===== src/rtl/serial_magcmp_pkg.sv =====
package serial_magcmp_pkg;

  typedef enum logic [1:0] {
    REL_EQ = 2'd0,
    REL_LT = 2'd1,
    REL_GT = 2'd2
  } rel_e;

  // Map a verdict onto the {lt, eq, gt} flag bundle.
  function automatic logic [2:0] rel_flags(rel_e r);
    case (r)
      REL_LT:  return 3'b100;
      REL_GT:  return 3'b001;
      default: return 3'b010;
    endcase
  endfunction

endpackage


===== src/rtl/serial_magcmp_seq.sv =====
module serial_magcmp_seq #(
  parameter int NUM_WORDS = 8,
  parameter int ADDR_W    = 3
) (
  input  logic              clk,
  input  logic              rst_n,
  input  logic              start,
  output logic              ready,
  output logic              accept,
  output logic              issuing,
  output logic [ADDR_W-1:0] rd_addr,
  output logic              data_valid,
  output logic              data_last
);
  localparam logic [ADDR_W-1:0] TOP_ADDR = ADDR_W'(NUM_WORDS - 1);

  logic busy;

  assign accept = start && !busy;
  assign ready  = !busy;

  always_ff @(posedge clk or negedge rst_n) begin
    if (!rst_n) begin
      busy       <= 1'b0;
      issuing    <= 1'b0;
      rd_addr    <= '0;
      data_valid <= 1'b0;
      data_last  <= 1'b0;
    end else begin
      // Tag the word returned by the memory one cycle after its address.
      data_valid <= issuing;
      data_last  <= issuing && (rd_addr == '0);
      if (accept) begin
        busy    <= 1'b1;
        issuing <= 1'b1;
        rd_addr <= TOP_ADDR;
      end else if (issuing) begin
        if (rd_addr == '0) issuing <= 1'b0;
        else               rd_addr <= rd_addr - 1'b1;
      end
      if (data_valid && data_last) busy <= 1'b0;
    end
  end
endmodule


===== src/rtl/serial_magcmp_word.sv =====
module serial_magcmp_word
  import serial_magcmp_pkg::*;
#(
  parameter int WORD_W = 32
) (
  input  logic [WORD_W-1:0] a,
  input  logic [WORD_W-1:0] b,
  output rel_e              rel
);
  function automatic rel_e word_cmp(logic [WORD_W-1:0] p, logic [WORD_W-1:0] q);
    if (p < q)      return REL_LT;
    else if (p > q) return REL_GT;
    else            return REL_EQ;
  endfunction

  assign rel = word_cmp(a, b);
endmodule


===== src/rtl/serial_magcmp_acc.sv =====
module serial_magcmp_acc
  import serial_magcmp_pkg::*;
(
  input  logic clk,
  input  logic rst_n,
  input  logic clear,
  input  logic data_valid,
  input  logic data_last,
  input  rel_e word_rel,
  output rel_e result
);
  rel_e running;
  rel_e merged;

  // The first differing word pair seen from the top keeps the verdict.
  assign merged = (running == REL_EQ) ? word_rel : running;

  always_ff @(posedge clk or negedge rst_n) begin
    if (!rst_n) begin
      running <= REL_EQ;
      result  <= REL_EQ;
    end else begin
      if (clear)           running <= REL_EQ;
      else if (data_valid) running <= merged;
      if (data_valid && data_last) result <= merged;
    end
  end
endmodule


===== src/rtl/serial_magcmp.sv =====
module serial_magcmp
  import serial_magcmp_pkg::*;
#(
  parameter int WORD_W    = 32,
  parameter int NUM_WORDS = 8,
  parameter int ADDR_W    = (NUM_WORDS > 1) ? $clog2(NUM_WORDS) : 1
) (
  input  logic              clk,
  input  logic              rst_n,
  input  logic              start,
  output logic              ready,
  output logic [ADDR_W-1:0] rd_addr,
  input  logic [WORD_W-1:0] x_word,
  input  logic [WORD_W-1:0] y_word,
  output logic              lt,
  output logic              eq,
  output logic              gt
);
  logic start_accept;
  logic addr_issue;
  logic word_valid;
  logic word_last;
  rel_e word_rel;
  rel_e verdict;

  serial_magcmp_seq #(.NUM_WORDS(NUM_WORDS), .ADDR_W(ADDR_W)) u_seq (
    .clk(clk), .rst_n(rst_n), .start(start), .ready(ready),
    .accept(start_accept), .issuing(addr_issue), .rd_addr(rd_addr),
    .data_valid(word_valid), .data_last(word_last)
  );

  serial_magcmp_word #(.WORD_W(WORD_W)) u_word (
    .a(x_word), .b(y_word), .rel(word_rel)
  );

  serial_magcmp_acc u_acc (
    .clk(clk), .rst_n(rst_n), .clear(start_accept),
    .data_valid(word_valid), .data_last(word_last),
    .word_rel(word_rel), .result(verdict)
  );

  assign {lt, eq, gt} = rel_flags(verdict);
endmodule


===== config.mk =====
export PLATFORM = sky130hd
export DESIGN_NAME = serial_magcmp
export DESIGN_NICKNAME = d
export VERILOG_FILES = /design/src/rtl/serial_magcmp_pkg.sv /design/src/rtl/serial_magcmp_seq.sv /design/src/rtl/serial_magcmp_word.sv /design/src/rtl/serial_magcmp_acc.sv /design/src/rtl/serial_magcmp.sv
export SDC_FILE = /design/constraint.sdc
export NUM_CORES = 1
export LEC_CHECK = 0
export BUFFER_PORTS_ARGS = -buffer_cell sky130_fd_sc_hd__buf_4
export CAP_MARGIN = 20
export CORE_MARGIN = 2
export CORE_UTILIZATION = 41
export CTS_CLUSTER_SIZE = 16
export DETAILED_ROUTE_END_ITERATION = 10
export GPL_TIMING_DRIVEN = 0
export PLACE_DENSITY = 0.83
export SYNTH_ARGS = -nofsm -noshare
export SYNTH_HDL_FRONTEND = slang
export SYNTH_SLANG_ARGS = --single-unit

===== constraint.sdc =====
create_clock -name clk -period 1.3 [get_ports clk]
set_input_delay 0.13 -clock clk [delete_from_list [all_inputs] [get_ports clk]]
set_output_delay 0.13 -clock clk [all_outputs]
set_load 0.05 [all_outputs]

# Word-level counts from Yosys, hierarchy flattened
# Index checks and enable logic that the tools add are counted.
# W data, S select, Z words.
[totals]
register_bits = 11
latch_bits = 0
ram_bits = 0
romBits = 0
wordCells = 37
mem_count = 0
[op_classes]
add_sub_neg = 1
mul = 0
div = 0
n_lt_le_gt_ge = 2
n_eq_ne = 3
shifts = 0
mux = 14
n_bitwise = 0
n_reduce_logical = 10
[ops]
columns = ["operator", "n"]
rows = [
  ["$gt A32 B32 Y1", 1],
  ["$lt A32 B32 Y1", 1],
  ["$mux W2", 5],
  ["$mux W3", 3],
  ["$pmux W3 S2", 1],
  ["$reduce_bool A2 Y1", 3],
  ["$mux W1", 5],
  ["$logic_and A1 B1 Y1", 3],
  ["$logic_not A3 Y1", 1],
  ["$sub A3 B1 Y3 const B", 1],
  ["$eq A2 B1 Y1 const B", 1],
  ["$eq A2 B2 Y1 const B", 1],
  ["$logic_not A2 Y1", 1],
  ["$ne A2 B2 Y1 const B", 1],
  ["$reduce_and A2 Y1", 1],
  ["$logic_not A1 Y1", 1],
]

# Longest topological paths before layout
# Gate-level depths: netlist (run 1).
[depth]
word_depth = 6
depth_mapped = 8
mapped_depth_nobuf = 8

# By module
# From an unflattened synthesis (run 1), not the netlist that was laid out.
[unflattened]
cells_unflattened = 164
area_unflattened_um2 = 1333.8
[modules_own_cells]
columns = ["module", "instances", "cells_each", "area_each_um2", "seq_area_each_um2"]
rows = [
  ["serial_magcmp_word", 1, 114, 817.0, 0.0],
  ["serial_magcmp_seq", 1, 30, 311.5, 175.2],
  ["serial_magcmp_acc", 1, 16, 172.7, 100.1],
  ["serial_magcmp", 1, 4, 32.5, 0.0],
]

# Worst setup path before layout (run 1)
# OpenSTA, ideal clock, no wires.
[synth_timing]
path_type = "register -> register"
start = "register u_seq.rd_addr[0]"
end = "register u_seq.rd_addr[0]"
setup_ns = 0.126
arrival_time_ns = 1.493
slack_ns = -0.319
stages_incl_launch_ff = 7
period_less_slack_ns = 1.619
path_cell_list = "dfrtp_1 inv_1 ha_1 inv_1 o21ai_0 xnor2_1 nand2_1"
[synth_between]
elab_chain_len = 4
[synth_lines]
columns = ["element", "line_no", "rtl"]
rows = [
  ["start, declared", "serial_magcmp_seq.sv:11", "output logic [ADDR_W-1:0] rd_addr,"],
  ["start signal, assigned", "serial_magcmp_seq.sv:39", "else rd_addr <= rd_addr - 1'b1;"],
  ["$sub A3 B1 Y3", "serial_magcmp_seq.sv:39", ""],
  ["$mux W3", "serial_magcmp_seq.sv:38", "if (rd_addr == '0) issuing <= 1'b0;"],
  ["$mux W3", "serial_magcmp_seq.sv:37", "end else if (issuing) begin"],
  ["$mux W3", "serial_magcmp_seq.sv:33", "if (accept) begin"],
]
# Several ways; a longest one is shown, not always the timed one. The select of a mux whose other input is x is not followed.
# A chain may end at the register's enable or synchronous reset.

# Final worst setup path (run 1)
[layout_timing]
start = "input port x_word[10]"
end = "register u_acc.running[1]"
[layout_between]
elab_chain_len = 6
[layout_lines]
columns = ["element", "line_no", "rtl"]
rows = [
  ["start, declared", "serial_magcmp.sv:13", "input logic [WORD_W-1:0] x_word,"],
  ["$gt A32 B32 Y1", "serial_magcmp_word.sv:12", "else if (p > q) return REL_GT;"],
  ["$mux W2", "serial_magcmp_word.sv:12", ""],
  ["$mux W2 *", "serial_magcmp_word.sv:11", "if (p < q) return REL_LT;"],
  ["$mux W2 *", "serial_magcmp_acc.sv:16", "assign merged = (running == REL_EQ) ? word_rel : running;"],
  ["$mux W2 *", "serial_magcmp_acc.sv:24", "else if (data_valid) running <= merged;"],
  ["$mux W2 *", "serial_magcmp_acc.sv:23", "if (clear) running <= REL_EQ;"],
  ["end signal, assigned", "serial_magcmp_acc.sv:24", ""],
  ["end, declared", "serial_magcmp_acc.sv:12", "rel_e running;"],
]
# Mark *: on every way between the ends. The rest lies on a longest branch, timed or not. The select of a mux whose other input is x is not followed.

==> results.txt, run 1 <==
- The detailed router placed between 1000 and 1500 vias in this run.
- DRT Pass-1 Iters: 4
- For this design the ratio of total power to cell area is 958 nW/µm².
* Critical path arrival: 1.63 ns
- Final Worst Setup Slack: -0.166 ns
- IO Pins: 74
- Total of buffers placed on input and output ports: 73
* Total clock buffers created by CTS: 3
- The first global-routing pass estimated 5390 µm of wire.
- ANT nets after route: 0
* Startpoint type of the worst setup path: input pin
- In this run the number of H-tree levels came out at 1.
- Synthesis produced ~170 cells.
* Leading cell types in the layout, fill and taps excluded: buf_4 (73), inv_1 (22), nand2_1 (19), ha_4 (18), ha_1 (18)
- Clock skew on the completed layout was measured at 0.00271 ns.
* Number of DRC markers after the initial detailed-route iteration: 57
- The via count of the first global-routing pass was 1300.
- For this run, the top clock speed supported by timing is about 680 MHz.
- After synthesis, the netlist uses 30 different library cells.
* Endpoint kind of the worst setup timing path: flop
- The synthesized netlist devotes 17.9% of its cell area to compound gates.
* Register bit total from synthesis: 11
* Crit path largest cell delay: about 0.35 ns
- The worst path uses 113% of the clock period.
- Global routing consumed, over all layers together, 19.0% of the routing resources.
* Relative slew margins: 75.7%
- After routing the design area is about 2400 µm².
- Post-synthesis share of cell area spent on xor and xnor gates: 0.649%
- The number of antenna diodes in the final layout is 0.
- Timing analysis after detailed placement gives a worst setup slack of -0.470 ns.
* Type of the worst setup path: in2reg
- Worst slew pin tran: 0.363 ns
- Leaving out fill and tap cells, the most frequent cell in the layout is buf_4.
- RSZ-0062 raised after global routing: yes
* Share of final-layout standard cells stronger than drive strength 1: 56.6%
* Min-delay worst type: in2reg
- Multiplexer cells account for 0% of the synthesized area.
- Synthesized area per cell: 8.18 µm²
- The most numerous cell type found on the critical path is buf_4.
- The checks that failed: negative setup slack.
- The die is 61.4 µm wide.
- Max-slew violation count: 0
- Post-DP HPWL: 2820 µm
* Outcome: finished, violations left
- TritonCTS built the clock tree.
- The setup check on the worst reg-to-reg path leaves a slack of 0.04 ns.
- Drt total wl: ~3400 µm
- Final routed wire length divided by cell count: 11.4 µm
- Post-Synth Adder-Cell Area: approximately 33%
- Clock-pin slew was measured on the worst setup and hold paths at 0.07 ns.
- Weighted congestion reported at the end of routability-driven placement: 0.709
- Initial antenna violation count: 0
- When the netlist entered floorplanning its net count stood at approximately 270.
* Number of fill cells: ~220
- The number of buffers and inverters on the critical path is 2.
* Total grt overflow: 0
- The die covers approximately 3800 µm².
- Once the floorplan was initialized, standard cells occupied about 44% of the core.
- Entering global routing, the biggest net connects 12 pins.
- In this run the core area contains 20 standard-cell rows.
- On the critical path, the stage with the largest delay is an instance of nor4_2.
- CTS saw 11 sinks.
- Max-cap violations in this run came to 0.
- STA puts the critical path data required time at between 1 and 1.5 ns.
- For this run, the post-layout net count is 355.
* Simple logic cell fraction of the synthesized area: 16.3%
- Largest delay contributor family on the critical path: compound AO/OA/AOI/OAI gates
- Worst hold margin: 0.0884 ns
- Across the VDD grid, the largest voltage drop is 0.00109 V.
- The worst path in the final design needs a cycle of approximately 1.5 ns, including I/O delays and setup.
- Synthesized cell area: 1350 µm²
- Share of the core filled with cells in the final layout: around 79%
* Core outline area: 3100 µm²
- Sequential cells were found to cover between 20 and 25% of the synthesized design area.
- Post-route DRC: 0
- Clock tree buffer depth: 2
* Static leakage: around 1.2 nW
* Count of yosys warnings during synthesis: 0
- Relative to the synthesized area, the layout overhead comes to 80.4%.
- For the worst-skew pair, the clock arrives at the later sink with an insertion delay of 0.27 ns.
- In the routed layout, each cell is associated on average with a via count of 4.78.
- The total count of hold-check failures in the final report was 0.
- Number of setup violations in the final report: 4
- Die Height: around 60 µm
* Largest family of logic cells by synthesized area: adder cells
- The placed instances occupy a cell area of about 2300 µm².
- CP Max Fanout: 2
- In this run the clock root is driven by a clkbuf_4.
- Cell-by-cell listing of the critical path: buf_4, ha_4, nand4_1, nor4_2, buf_4, a41oi_1, o211a_1, o21a_1
[cells in the mapped netlist]
master | number | area [µm²]
xnor2_1 | 1 | 8.76
a221oi_1 | 1 | 8.76
a22oi_1 | 1 | 7.51
a31oi_4 | 1 | 21.3
nand4_1 | 2 | 12.5
a21oi_2 | 1 | 8.76
nor3b_1 | 1 | 7.51
ha_1 | 36 | 450
o211ai_1 | 2 | 15.0
o21a_1 | 3 | 22.5
dfrtp_1 | 11 | 275
nor4_4 | 1 | 21.3
nor4_2 | 1 | 12.5
nand3_1 | 1 | 5.00
a41oi_1 | 1 | 8.76
nand2b_1 | 1 | 6.26
nor2_1 | 6 | 22.5
o21ai_0 | 5 | 25.0
o21ai_1 | 3 | 15.0
inv_1 | 41 | 154
a211oi_1 | 1 | 7.51
nand2_1 | 20 | 75.1
nand4_2 | 3 | 37.5
a21oi_1 | 15 | 75.1
nor4b_1 | 1 | 8.76
o211a_1 | 1 | 10.0
nor3_1 | 1 | 5.00
a21o_1 | 1 | 7.51
o31a_1 | 1 | 8.76
nand2_2 | 1 | 6.26
[final cells by class]
cell class	count	area, µm²	share of cell area [%]
Clock buffer	3	22.5	0.924
Clock inverter	1	5.00	0.205
Inverter	41	204	8.37
Multi-Input combinational cell	113	1220	49.9
Sequential cell	11	278	11.4
Tap cell	44	55.1	2.26
Timing Repair Buffer	82	656	26.9
[worst register-to-register path: cells and delay by family (launching register included)]
kind            cells  cell delay, ns
simple gates        1            0.07
xor+xnor            1            0.15
flops               1            0.43
fa+ha+maj           1            0.14
compound gates      1            0.23
buf+inv             2            0.13
[where the power goes]
part / internal [W] / total [W] / switching [W]
clock network: 0.000114 / 0.000225 / 0.000111
logic: 0.000688 / 0.00151 / 0.000820
registers: 0.000471 / 0.000601 / 0.000129
total: 0.00127 / 0.00233 / 0.00106
[per-stage QoR]
stage / cells / total power (W) / setup TNS [ns]
floorplan: 165 / 0.00146 / -0.601
global placement: 282 / 0.00185 / -1.78
detailed placement: 282 / 0.00188 / -1.85
CTS: 290 / 0.00216 / -0.634
global route: 295 / 0.00253 / -1.07
finish: 295 / 0.00233 / -0.530
[per-layer routing]
metal / wire (µm) / global-route usage, %
met1: 1400 / 24.8
met4: 31 / 4.56
met2: 1730 / 33.7
met5: 0 / 0
met3: 209 / 1.89
[cell families (layout without fill, tap and decap cells)]
group / Yosys count / after routing
compound gates: 37 / 37
xor+xnor: 1 / 1
fa+ha+maj: 36 / 36
buf+inv: 41 / 127
flops: 11 / 11
simple gates: 39 / 39
[final timing paths]
check | start | end | depth (start not counted)
min in group asynchronous | rst_n | u_seq.data_last | 2
max | x_word[10] | u_acc.running[1] | 8
min reg2reg | u_seq.busy | u_seq.busy | 1
min | start | u_seq.busy | 2
max in group asynchronous | rst_n | u_seq.rd_addr[1] | 2
max reg2reg | u_seq.rd_addr[0] | u_seq.rd_addr[0] | 6
[sequential cells by signal, summed over array words and instances (netlist names)]
register          cells
u_seq.busy            1
u_acc.result          2
u_seq.data_last       1
u_seq.rd_addr         3
u_seq.issuing         1
u_seq.data_valid      1
u_acc.running         2
[repair_timing]
item	4_1_cts	5_1_grt
hold buffers	1	0
pin swaps	11	11
setup buffers	3	5
endpoints found under the hold margin	11	0
setup endpoints to repair	5	6
gates cloned	0	0
resized for setup	6	16
Note: power is estimated with default switching activity, not from simulation.
==> inputs of run 2 (changes only) <==
Settings changed: CTS_CLUSTER_DIAMETER set to 30, SKIP_CTS_REPAIR_TIMING set to 1.
==> results.txt, run 2 (synthesis gave the netlist of run 1 again) <==
- The run finished, with violations left.
- Failing checks: negative setup slack
* Relative slew margins: 75.8%
* CP Max Fanout: 4
* Start point of the critical path: x_word[10]
* Largest register by flop count: u_seq.rd_addr
- Across the run, the number of max-cap violations was 0.
- Vias in the first global route: 1272
* Leading cell types in the layout, fill and taps excluded: buf_4 (73), inv_1 (23), nand2_1 (19), ha_4 (18), ha_1 (18)
- After clock tree synthesis, the clock-pin slew on the worst setup and hold paths is 0.07 ns.
- For this design the top-level I/O count stands at between 70 and 80.
- Setup violations remaining at the end of the flow were counted as 4.
- CTS Root Buffer Type: clkbuf_4
- Static timing analysis puts the maximum clock frequency at ~660 MHz.
- Endpoint kind of the worst setup timing path: flop
- Maximum resistive drop on vdd: 0.00114 V
- The layout has 233 filler cells.
- The initialized floorplan defines 20 standard-cell rows.
- N_diodes: 0
- Final critical delay including setup and external delays: 1.52 ns
* Placement Cell Area: 2260 µm²
- TritonCTS created 3 clock buffers.
- P&R area growth vs syn: 80.5%
- Final nets: between 300 and 400
* Initial antenna violation count: 0
- Static leakage: 1.22 nW
- Min-delay worst type: in2reg
* Clock latency on the worst-skew pair: 0.27 ns
- At the end of routability-driven placement, the weighted congestion stood at 0.709.
- The detailed router placed 1407 vias in this run.
* Largest net degree at the start of global routing: 12
- The wire-length estimate of the detail-placed layout is 2820 µm.
* Via density: about 4.8
- In the final layout, the share of cells above drive strength 1 is 56.8%.
- STA classifies the critical path startpoint as an input pin.
- STA puts the critical path data arrival time at between 1.5 and 2 ns.
* P per Cell Area: 960 nW/µm²
- Wires add up to about 3400 µm.
- Between clock sinks in the finished design, the worst skew comes to a little under 0.005 ns.
- Post-route DRC: 0
* Clock tree from TritonCTS: built
- Die Height: 61.4 µm
- The die covers 3770 µm².
- Setup repair after global routing could not meet its margin everywhere.
- Most frequent standard cell in the layout excluding fill and tap cells: buf_4
- Final design instance area without fill: between 2000 and 2500 µm²
- Summing all multi-input logic gate instances after layout gives 1230 µm².
- The critical path in this run is classified as in2reg.
- ANT nets after route: 0
- Dividing the detail-routed wire length by the instance count gives 11.6 µm.
- Beginning of the worst register-to-register path: u_seq.rd_addr[1]
- CTS Sinks: 11
* Register area: 278 µm²
* Core outline area: 3100 µm²
- Worst hold margin: 0.0867 ns
* Share of the clock period used by the worst path: 117%
- First-pass GRT wire length: 5180 µm
- In this run the number of H-tree levels came out at 1.
- Total of buffers placed on input and output ports: 73
- The largest registers in the layout are u_seq.rd_addr (3), u_acc.result (2), u_acc.running (2).
* Final number of hold-violating endpoints: 0
* Clock tree buffer depth: 2
- For this run, the detailed router's first-pass iteration total came to 4.
- The first routing iteration left 35 violations.
- Starting density of the core: between 40% and 50%
- Across all setup checks in the final design, the least slack found is -0.218 ns.
- The register with the most flip-flops in the layout has 3 of them.
- Total grt overflow: 0
- The max-slew violation count is 0.
- Setup slack, reg-to-reg: 0.07 ns
- Total routing usage reported by global routing: between 10% and 20%
- Worst slew pin tran: 0.362 ns
* Die W: 61.4 µm
- Data on the critical path is required at its endpoint by roughly 1.5 ns.
* Startpoint of the worst hold path: start
## run 2: cell types whose count changed in the layout (fill, tap and decap cells not counted)
cell / before / now
inv_2: 9 / 8
inv_1: 22 / 23
o21ai_0: 3 / 4
a21oi_2: 4 / 3
a22oi_2: 0 / 1
a41oi_1: 1 / 0
a41oi_2: 0 / 1
a22oi_1: 1 / 0
buf_6: 6 / 5
o21ai_1: 4 / 2
o21ai_2: 0 / 1
a21oi_1: 12 / 13
## run 2: worst paths after layout
| check | endpoint | cells past startpoint |
|---|---|---|
| worst min-delay path | u_seq.busy | 2 |
| max in group asynchronous | u_seq.rd_addr[1] | 2 |
| worst min register to register | u_seq.data_valid | 0 |
| worst max register to register | u_seq.rd_addr[0] | 6 |
| worst max-delay path | u_acc.running[0] | 8 |
| min in group asynchronous | u_seq.data_last | 2 |
## run 2: critical path, stage by stage
cell	delay, ns
buf_4	0.12
ha_4	0.26
nand4_1	0.12
nor4_2	0.38
o21ai_1	0.17
a31oi_4	0.25
nor4b_2	0.08
o21a_1	0.17
## run 2: per-stage QoR
stage	total power (W)	worst slack [ns]	utilization (%)	setup TNS (ns)	std cells
2_1_floorplan	0.00146	-0.168	-	-0.601	165
3_3_place_gp	0.00185	-0.474	72.9	-1.78	282
3_5_place_dp	0.00188	-0.470	72.9	-1.85	282
4_1_cts	0.00212	-0.187	73.8	-0.727	286
5_1_grt	0.00254	-0.322	78.5	-1.22	294
6_report	0.00234	-0.218	78.5	-0.787	294
## run 2: layer usage
layer  track usage [%]  wire length [µm]
met1              24.2              1410
met2              31.3              1760
met3              1.89               219
met4              4.56                31
met5                 0                 0
## run 2: cell type report
cell class                      count  share of cell area [%]
Multi-Input combinational cell    113                    50.4
Sequential cell                    11                    11.4
Inverter                           41                    8.37
Clock inverter                      1                   0.205
Timing Repair Buffer               81                    26.4
Clock buffer                        3                   0.924
Tap cell                           44                    2.26
## run 2: report_power, final
group,internal (W),total (W),switching (W)
clock,0.000114,0.000229,0.000115
combinational,0.000690,0.00151,0.000823
sequential,0.000471,0.000597,0.000127
